--- src/rtl/ide_dma_pkg.sv ---
package ide_dma_pkg;
    localparam int ADDR_W      = 32;
    localparam int CNT_FIELD_W = 16;
    localparam int CNT_W       = CNT_FIELD_W + 1;
    localparam int DESC_BYTES  = 8;
    localparam int DESC_IDX_W  = $clog2(DESC_BYTES);
    localparam int NUM_CH      = 2;

    localparam logic [2:0] OFF_CMD  = 3'd0;
    localparam logic [2:0] OFF_STAT = 3'd2;

    localparam int CMD_START = 0;
    localparam int CMD_DIR   = 3;
    localparam int STAT_ACT  = 0;
    localparam int STAT_DONE = 2;

    typedef enum logic [2:0] {
        S_IDLE  = 3'd0,
        S_FREQ  = 3'd1,
        S_FWAIT = 3'd2,
        S_XFER  = 3'd3,
        S_RWAIT = 3'd4,
        S_SEND  = 3'd5
    } ch_state_e;
endpackage

--- src/rtl/ide_dma_arb.sv ---
module ide_dma_arb
    import ide_dma_pkg::*;
#(
    parameter int N = NUM_CH
) (
    input  logic [N-1:0]             req_i,
    input  logic [N-1:0]             we_i,
    input  logic [N-1:0][ADDR_W-1:0] addr_i,
    input  logic [N-1:0][7:0]        wdata_i,
    output logic [N-1:0]             gnt_o,
    output logic                     mem_req_o,
    output logic                     mem_we_o,
    output logic [ADDR_W-1:0]        mem_addr_o,
    output logic [7:0]               mem_wdata_o
);
    always_comb begin
        gnt_o       = '0;
        mem_req_o   = 1'b0;
        mem_we_o    = 1'b0;
        mem_addr_o  = '0;
        mem_wdata_o = '0;
        for (int i = N - 1; i >= 0; i--) begin
            if (req_i[i]) begin
                gnt_o       = '0;
                gnt_o[i]    = 1'b1;
                mem_req_o   = 1'b1;
                mem_we_o    = we_i[i];
                mem_addr_o  = addr_i[i];
                mem_wdata_o = wdata_i[i];
            end
        end
    end

    always_comb begin
        assert_onehot_R10: assert ($onehot0(gnt_o));
        assert_gnt_req_R10: assert ((gnt_o & ~req_i) == '0);
        assert_primary_R10: assert (!req_i[0] || gnt_o[0]);
    end
endmodule

--- src/rtl/ide_dma_chan.sv ---
module ide_dma_chan
    import ide_dma_pkg::*;
(
    input  logic              clk_i,
    input  logic              rst_ni,
    input  logic              io_we_i,
    input  logic [2:0]        io_off_i,
    input  logic [7:0]        io_wdata_i,
    output logic [7:0]        io_rdata_o,
    output logic              mem_req_o,
    output logic              mem_we_o,
    output logic [ADDR_W-1:0] mem_addr_o,
    output logic [7:0]        mem_wdata_o,
    input  logic              mem_gnt_i,
    input  logic [7:0]        mem_rdata_i,
    input  logic              dr_valid_i,
    input  logic [7:0]        dr_data_i,
    output logic              dr_ready_o,
    output logic              dt_valid_o,
    output logic [7:0]        dt_data_o,
    input  logic              dt_ready_i,
    output logic              done_o
);
    typedef struct packed {
        ch_state_e             state;
        logic                  active;
        logic                  done_st;
        logic                  done_p;
        logic                  dir;
        logic [ADDR_W-1:0]     ptr;
        logic [ADDR_W-1:0]     baddr;
        logic [CNT_W-1:0]      cnt;
        logic                  eot;
        logic                  last;
        logic [DESC_IDX_W-1:0] idx;
        logic [7:0]            hold;
    } ch_t;

    ch_t  q, d;
    logic buf_end;

    always_comb begin
        d           = q;
        d.done_p    = 1'b0;
        buf_end     = 1'b0;
        mem_req_o   = 1'b0;
        mem_we_o    = 1'b0;
        mem_addr_o  = q.baddr;
        mem_wdata_o = dr_data_i;
        dr_ready_o  = 1'b0;

        case (q.state)
            S_FREQ: begin
                mem_req_o  = 1'b1;
                mem_addr_o = q.ptr + ADDR_W'(q.idx);
                if (mem_gnt_i) d.state = S_FWAIT;
            end
            S_FWAIT: begin
                d.idx   = q.idx + 1'b1;
                d.state = S_FREQ;
                if (!q.idx[2]) begin
                    d.baddr[{q.idx[1:0], 3'b000} +: 8] = mem_rdata_i;
                end else begin
                    case (q.idx[1:0])
                        2'd0: begin
                            d.cnt      = '0;
                            d.cnt[7:0] = {mem_rdata_i[7:1], 1'b0};
                        end
                        2'd1: d.cnt[15:8] = mem_rdata_i;
                        2'd2: ;
                        default: begin
                            d.eot   = mem_rdata_i[7];
                            d.cnt   = (q.cnt[CNT_FIELD_W-1:0] == '0) ?
                                      {1'b1, {CNT_FIELD_W{1'b0}}} : q.cnt;
                            d.ptr   = q.ptr + ADDR_W'(DESC_BYTES);
                            d.state = S_XFER;
                        end
                    endcase
                end
            end
            S_XFER: begin
                if (q.dir) begin
                    mem_req_o  = dr_valid_i;
                    mem_we_o   = 1'b1;
                    dr_ready_o = mem_gnt_i;
                    if (dr_valid_i && mem_gnt_i) begin
                        d.baddr = q.baddr + 1'b1;
                        d.cnt   = q.cnt - 1'b1;
                        buf_end = (q.cnt == CNT_W'(1));
                    end
                end else begin
                    mem_req_o = 1'b1;
                    if (mem_gnt_i) begin
                        d.baddr = q.baddr + 1'b1;
                        d.cnt   = q.cnt - 1'b1;
                        d.last  = (q.cnt == CNT_W'(1));
                        d.state = S_RWAIT;
                    end
                end
            end
            S_RWAIT: begin
                d.hold  = mem_rdata_i;
                d.state = S_SEND;
            end
            S_SEND: begin
                if (dt_ready_i) begin
                    if (q.last) buf_end = 1'b1;
                    else        d.state = S_XFER;
                end
            end
            default: ;
        endcase

        if (buf_end) begin
            if (q.eot) begin
                d.active  = 1'b0;
                d.done_st = 1'b1;
                d.done_p  = 1'b1;
                d.state   = S_IDLE;
            end else begin
                d.idx   = '0;
                d.state = S_FREQ;
            end
        end

        if (io_we_i) begin
            if (io_off_i == OFF_CMD) begin
                d.dir = io_wdata_i[CMD_DIR];
                if (io_wdata_i[CMD_START] && !q.active) begin
                    d.active = 1'b1;
                    d.idx    = '0;
                    d.state  = S_FREQ;
                end else if (!io_wdata_i[CMD_START] && q.active) begin
                    d.active = 1'b0;
                    d.state  = S_IDLE;
                end
            end else if (io_off_i == OFF_STAT) begin
                if (io_wdata_i[STAT_DONE]) d.done_st = 1'b0;
            end else if (io_off_i[2]) begin
                d.ptr[{io_off_i[1:0], 3'b000} +: 8] = io_wdata_i;
                d.ptr[1:0] = 2'b00;
            end
        end
    end

    always_ff @(posedge clk_i or negedge rst_ni) begin
        if (!rst_ni) q <= '0;
        else         q <= d;
    end

    always_comb begin
        io_rdata_o = '0;
        if (io_off_i == OFF_CMD) begin
            io_rdata_o[CMD_START] = q.active;
            io_rdata_o[CMD_DIR]   = q.dir;
        end else if (io_off_i == OFF_STAT) begin
            io_rdata_o[STAT_ACT]  = q.active;
            io_rdata_o[STAT_DONE] = q.done_st;
        end else if (io_off_i[2]) begin
            io_rdata_o = q.ptr[{io_off_i[1:0], 3'b000} +: 8];
        end
    end

    assign dt_valid_o = (q.state == S_SEND);
    assign dt_data_o  = q.hold;
    assign done_o     = q.done_p;

    assert_ptr_step_R4: assert property (@(posedge clk_i) disable iff (!rst_ni)
        (q.state == S_FWAIT && q.idx == '1 && !io_we_i) |=> (q.ptr == $past(q.ptr) + ADDR_W'(DESC_BYTES)));
    assert_even_count_R2: assert property (@(posedge clk_i) disable iff (!rst_ni)
        (q.state == S_FWAIT && q.idx == '1 && !io_we_i) |=> (q.cnt[0] == 1'b0 && q.cnt != '0));
    assert_refuse_R5: assert property (@(posedge clk_i) disable iff (!rst_ni)
        !q.active |-> (!dr_ready_o && !mem_req_o && !dt_valid_o));
    assert_end_R7: assert property (@(posedge clk_i) disable iff (!rst_ni)
        (buf_end && q.eot && !io_we_i) |=> (!q.active && done_o && q.done_st));
    assert_stop_R9: assert property (@(posedge clk_i) disable iff (!rst_ni)
        (io_we_i && io_off_i == OFF_CMD && !io_wdata_i[CMD_START]) |=> (!q.active && !done_o));
endmodule

--- src/rtl/ide_sg_dma.sv ---
module ide_sg_dma
    import ide_dma_pkg::*;
(
    input  logic              clk,
    input  logic              rst_n,
    input  logic [3:0]        io_addr,
    input  logic              io_we,
    input  logic [7:0]        io_wdata,
    output logic [7:0]        io_rdata,
    output logic              mem_req,
    output logic              mem_we,
    output logic [31:0]       mem_addr,
    output logic [7:0]        mem_wdata,
    input  logic [7:0]        mem_rdata,
    input  logic [1:0]        dr_valid,
    input  logic [15:0]       dr_data,
    output logic [1:0]        dr_ready,
    output logic [1:0]        dt_valid,
    output logic [15:0]       dt_data,
    input  logic [1:0]        dt_ready,
    output logic [1:0]        done
);
    logic [NUM_CH-1:0]             ch_req, ch_we, ch_gnt;
    logic [NUM_CH-1:0][ADDR_W-1:0] ch_addr;
    logic [NUM_CH-1:0][7:0]        ch_wdata, ch_rd;

    for (genvar g = 0; g < NUM_CH; g++) begin : g_ch
        ide_dma_chan u_chan (
            .clk_i       (clk),
            .rst_ni      (rst_n),
            .io_we_i     (io_we && (io_addr[3] == g[0])),
            .io_off_i    (io_addr[2:0]),
            .io_wdata_i  (io_wdata),
            .io_rdata_o  (ch_rd[g]),
            .mem_req_o   (ch_req[g]),
            .mem_we_o    (ch_we[g]),
            .mem_addr_o  (ch_addr[g]),
            .mem_wdata_o (ch_wdata[g]),
            .mem_gnt_i   (ch_gnt[g]),
            .mem_rdata_i (mem_rdata),
            .dr_valid_i  (dr_valid[g]),
            .dr_data_i   (dr_data[8*g +: 8]),
            .dr_ready_o  (dr_ready[g]),
            .dt_valid_o  (dt_valid[g]),
            .dt_data_o   (dt_data[8*g +: 8]),
            .dt_ready_i  (dt_ready[g]),
            .done_o      (done[g])
        );
    end

    ide_dma_arb #(.N(NUM_CH)) u_arb (
        .req_i       (ch_req),
        .we_i        (ch_we),
        .addr_i      (ch_addr),
        .wdata_i     (ch_wdata),
        .gnt_o       (ch_gnt),
        .mem_req_o   (mem_req),
        .mem_we_o    (mem_we),
        .mem_addr_o  (mem_addr),
        .mem_wdata_o (mem_wdata)
    );

    assign io_rdata = ch_rd[io_addr[3]];
endmodule

--- config.mk ---
export PLATFORM = sky130hd
export DESIGN_NAME = ide_sg_dma
export DESIGN_NICKNAME = d
export VERILOG_FILES = /design/src/rtl/ide_dma_pkg.sv /design/src/rtl/ide_dma_arb.sv /design/src/rtl/ide_dma_chan.sv /design/src/rtl/ide_sg_dma.sv
export SDC_FILE = /design/constraint.sdc
export NUM_CORES = 1
export LEC_CHECK = 0
export BUFFER_PORTS_ARGS = -buffer_cell sky130_fd_sc_hd__clkbuf_2
export CAP_MARGIN = 20
export CORE_AREA = 2 2 210 212
export CTS_BUF_LIST = sky130_fd_sc_hd__clkbuf_8
export DETAILED_ROUTE_END_ITERATION = 8
export DIE_AREA = 0 0 212 214
export GPL_TIMING_DRIVEN = 0
export PLACE_DENSITY = 0.53
export SYNTH_ARGS = -nofsm -noshare
export SYNTH_HDL_FRONTEND = slang
export SYNTH_SLANG_ARGS = --single-unit
export TNS_END_PERCENT = 5
--- constraint.sdc ---
create_clock -name clk -period 3.4 [get_ports clk]
set_clock_uncertainty 0.1 [all_clocks]
set_input_delay 0.34 -clock clk [delete_from_list [all_inputs] [get_ports clk]]
set_output_delay 0.34 -clock clk [all_outputs]
set_load 0.005 [all_outputs]
== Word level (Yosys, flattened, before mapping) ==
Cells that the tools add are included.
Word-level totals
  logic and storage cells: 262
  register bits after elaboration: 202
  input bits: 43
Cells by class
  bitwise logic cells: 5
  muxes and demuxes: 142
  shifts and indexed selects: 8
  reduce and logical (&&, ||, !) cells: 34
  magnitude comparators: 1
  $add $sub $neg: 13
  eq/ne operators: 33
Operators with widths (number)
  32-bit 2-to-1 mux: 20
  49-bit 2-to-1 mux: 6
  49-bit case mux with 2 select lines: 2
  32-bit bitwise mux: 4
  8-bit by 7-bit variable shift with 32-bit output, first input constant: 3
  8-bit by 7-bit variable part select with 32-bit output: 3
  3-bit 2-to-1 mux: 26
  32-bit by 1-bit adder with 32-bit output, second input constant: 2
  32-bit by 3-bit adder with 32-bit output: 2
  32-bit by 4-bit adder with 32-bit output, second input constant: 2
  32-bit by 6-bit variable part select with 8-bit output: 2
  8-bit 2-to-1 mux: 6
  8-bit case mux with 3 select lines: 2
  1-bit 2-to-1 mux: 42
  18-bit 2-to-1 mux: 2
  17-bit by 1-bit equality test with 1-bit output, second input constant: 2
  17-bit 2-to-1 mux: 2
  17-bit by 1-bit subtractor with 17-bit output, second input constant: 2
  16-bit logical NOT: 2
  4-bit 2-to-1 mux: 8
  8-bit case mux with 2 select lines: 2
  3-bit case mux with 5 select lines: 2
  6-bit AND reduction: 4
  5-bit negator with 7-bit output: 3
  27 further kinds: 85

== Depth between registers and ports, before layout ==
  word-level depth: 13
  depth in mapped cells: 11

== Hierarchy ==
From an unflattened synthesis, not the netlist that was laid out.
Second synthesis, totals
  cells, all modules: 1890
  area, all modules: 15646.3 µm²
By module, submodules not included
  ide_dma_chan (g_ch[0].u_chan): area an instance 7571.0 µm², instances 1, cells each 913
  ide_dma_chan (g_ch[1].u_chan): area an instance 7457.2 µm², instances 1, cells each 909
  ide_dma_arb: area an instance 470.5 µm², instances 1, cells each 57
  ide_sg_dma: area an instance 147.6 µm², instances 1, cells each 11

== Worst setup path after synthesis ==
Ideal clock, no wire load.
  kind: register to output
  from: register g_ch[1].u_chan.q[65] in the netlist's numbering
  to: output mem_addr[21]
  arrival: 2.319 ns
  cell stages (with the launch flop): 8
  setup slack: 0.641 ns
  cells stage by stage: dfrtp_1 ha_1 nand2_1 nor4_1 or3b_2 xor2_1 a21oi_1 a221o_1
Between the ends
  word-level cells in the longest chain between the ends: 4
Ends and longest elaborated chain
  from (decl): line ide_dma_chan.sv:39  | ch_t q, d;
  from (signal assigned): line ide_dma_chan.sv:147  | if (!rst_ni) q <= '0;
  from (signal assigned): line ide_dma_chan.sv:148  | else q <= d;
  32-bit by 3-bit adder with 32-bit output: line ide_dma_chan.sv:55  | mem_addr_o = q.ptr + ADDR_W'(q.idx);
  32-bit 2-to-1 mux: line ide_dma_chan.sv:52  | case (q.state)
  32-bit 2-to-1 mux (2 in series): line ide_dma_arb.sv:23  | if (req_i[i]) begin
  to (decl): line ide_sg_dma.sv:12  | output logic [31:0] mem_addr,
No other way between the ends.

== Worst setup path after layout ==
  from: register g_ch[0].u_chan.q[100] in the netlist's numbering
  to: output mem_addr[16]
Between the ends
  word-level cells in the longest chain between the ends: 3
  elaborated cells between the ends (all ways): 5
Ends and longest elaborated chain (line)
  from (decl): ide_dma_chan.sv:39
  from (signal assigned): ide_dma_chan.sv:147
  from (signal assigned): ide_dma_chan.sv:148
  3-bit by 2-bit equality test with 1-bit output / 3-bit by 1-bit equality test with 1-bit output (equally long branches): ide_dma_chan.sv:52
  1-bit case mux with 2 select lines / 32-bit 2-to-1 mux (equally long branches): ide_dma_chan.sv:52
  32-bit 2-to-1 mux (*): ide_dma_arb.sv:23
Every way passes the cells marked *; elsewhere a longest branch is shown, timed or not.

==> results_dict.tcl <==
set metrics [dict create \
    synth-warning-count 0 \
    fin_cells 2573 \
    cp_data_required_time_ns 2.96 \
    final.setup.tns_ns -0.194 \
    vias_per_cell 5.98 \
    areaGrowthSynthToFinish_pct 13.8 \
    track_usage_pct 28.0 \
    async_flop_share_pct 100 \
    r2r_end "g_ch[1].u_chan.q[44]" \
    cts_inserted_buffers 17 \
    fin_nets 2047 \
    num_antenna_cells 0 \
    hold_viol_final 0 \
    critPathMaxFanout 10 \
    drive_gt1_share_pct 14.9 \
    rows 76 \
    htree_levels 4 \
    reg2reg_slack_ns 0.25 \
    slew_violations 0 \
    startpoint_type "flop" \
    powerDensity_nw_per_um2 704 \
    synth_edf_count 0 \
    gr-total-overflow 0 \
    cts.sinks 198 \
    start_util_pct 34.6 \
    nFillCells 4457 \
    postSynthAreaPerCell_um2 8.06 \
    portBuffers 105 \
    antenna_found_initial 0 \
    clk_latency_ns 0.55 \
    synth_top_cell_by_area "dfrtp_1" \
    drt_pass1_iterations 5 \
    wl_um 63300 \
    syn-cell-area_um2 14900 \
    synth_fp_nets 1916 \
    coreArea_um2 42900 \
    die_h_um 214 \
    hold_end "g_ch[1].u_chan.q[21]" \
    setup_viol 4 \
    drt_iter0_markers 1643 \
    arrival_ns 3.08 \
    pin_count 115 \
    yosysSeqAreaShare_pct 33.4 \
    worstHoldStart "mem_rdata[0]" \
    hp-class "in2reg" \
    synth_cell_types 74 \
    grt_pass1_wl_um 95300 \
    rsz0062_at_grt "true" \
    maxCapViolCount 0 \
    status "finished, violations left" \
    chipWidth_um 212 \
    worst_slack_ns -0.115 \
    ys_seq_elements 198 \
    clockRootBuffer "clkbuf_8" \
    grt_pass1_vias 14600 \
    post-dp-hpwl_um 47400 \
    leakage_uw 0.00672 \
    tightestPinTransition_ns 1.15 \
    wl_per_cell_um 24.6 \
    drc_errors 0 \
    grt_max_degree 103 \
    period_needed_ns 3.52 \
    crit_type "reg2out" \
    hold_depth 3 \
    synthFlopType "dfrtp_1" \
    synth_top_area_share_pct 33.4 \
    dpl.cell_count 2539 \
    reg2reg_depth 9 \
    die-area_um2 45400 \
    synth_area_leaders "dfrtp_1 (33%), a21oi_1 (6.4%), o21ai_0 (6.4%)" \
    cts_tree "built" \
    ant_nets 0 \
    regToRegStartpoint "g_ch[0].u_chan.q[100]" \
    route.vias.total 15400 \
    fmax_mhz 284 \
    netlist_instances 1844 \
    crit_path_end_kind "output pin" \
    gp_congestion 0.970 \
    post-route-period-util_pct 103 \
    clk_pin_slew_ns 0.11 \
    peakVddDrop_v 0.000333 \
    slew_headroom_pct 23.3 \
    clockBufferDepth 2 \
    violations "setup timing" \
]
-- through the flow --
| stage | setup WS [ns] | utilization, % | total power, uW | hold slack (ns) | cell area, um2 |
|---|---|---|---|---|---|
| after global placement | -2.42 | 37.6 | 9850 | 0.387 | 16100 |
| after global routing | -0.212 | 39.4 | 12700 | 0.0656 | 16900 |
| after CTS | -0.0420 | 39.3 | 11800 | 0.0357 | 16800 |
| final | -0.115 | 39.4 | 11900 | 0.0733 | 16900 |
| after detailed placement | -0.543 | 37.7 | 9970 | 0.396 | 16200 |
| after floorplan | 0.641 | - | 7650 | -0.0556 | 14900 |
-- layout make-up --
type                    instances  area (um2)  share of cell area, %
clock inverters                13         148                  0.873
well taps                     585         732                   4.33
plain buffers                 161         748                   4.42
repair buffers                119         652                   3.85
multi-input cells            1436        9250                   54.7
clock buffers                  19         262                   1.55
inverters                      42         158                  0.932
flip-flops and latches        198        4960                   29.4
-- per-layer routing --
layer	vias up	part of all wire, %	track usage, %
li1	7003	-	-
met5	-	0	0
met2	671	45	42.6
met4	0	3.4	9.62
met1	7633	45	40.2
met3	86	7.0	4.34
-- what timing repair did --
action | CTS | global route
endpoints found under the hold margin | 97 | 0
setup buffers | 4 | 1
pin swaps | 5 | 4
setup endpoints to repair | 31 | 41
hold buffers | 2 | 0
resized for setup | 59 | 16
cloned | 0 | 0
-- cell families after synthesis --
logic type / after synthesis / share of synthesized area (%)
XOR/XNOR: 115 / 6.78
buffers and inverters: 210 / 6.08
AO/OA/AOI/OAI: 581 / 23.7
multiplexers: 47 / 4.50
AND/OR/NAND/NOR: 664 / 23.1
flip-flops: 198 / 33.4
adder cells (fa/ha/maj): 29 / 2.44
-- critical path: stages (launching register included) --
cell,delay [ns]
dfrtp_1,0.42
buf_2,0.19
nand2b_2,0.31
o21ai_1,0.63
nor2_1,0.20
a22oi_1,0.33
o221ai_1,0.28
clkbuf_2,0.18
-- state kept, by name, summed over array words and instances (netlist names) --
register and flops:
g_ch.u_chan.dt_data_o 16, g_ch.u_chan.q 180, g_ch.u_chan.done_o 2
-- power breakdown --
part	leakage [uW]	switching [uW]	internal [uW]
registers	0.00256	1030	3080
logic	0.00395	3870	2230
clock network	0.000205	979	703
total	0.00672	5880	6020
-- worst max-delay path by stage --
stage	to	from	slack, ns	cells past startpoint
after global routing	mem_addr[16]	g_ch[0].u_chan.q[100]	-0.21	7
after global placement	g_ch[1].u_chan.q[19]	rst_n	-2.42	1
after CTS	mem_addr[27]	g_ch[0].u_chan.q[84]	-0.04	8
final	mem_addr[16]	g_ch[0].u_chan.q[100]	-0.12	7
after floorplan	mem_addr[21]	g_ch[1].u_chan.q[65]	0.64	7
after detailed placement	g_ch[1].u_chan.q[74]	io_addr[1]	-0.54	10
-- synth_stat cells, drive strengths merged, types with 20 or more instances --
library cell,count
dfrtp,198
a21oi,190
o21ai,190
nand2,164
nor2,154
clkbuf,127
nand3,71
xnor2,58
xor2,57
nor3,49
nand4,47
inv,42
buf,41
nor4,40
a31oi,39
and3,39
ha,29
a22o,24
a22oi,22
a221o,20
-- cell usage in the layout, fill, tap and decap left out, types with 26 or more instances in the layout --
cell / n
a21oi_1: 190
a31oi_1: 39
and3_1: 39
buf_4: 27
clkbuf_1: 102
clkbuf_2: 124
dfrtp_1: 191
ha_1: 26
inv_1: 44
nand2_1: 163
nand3_1: 71
nand4_1: 46
nor2_1: 149
nor3_1: 41
nor4_1: 29
o21ai_0: 185
xnor2_1: 57
xor2_1: 54
(Power assumes the default switching activity.)
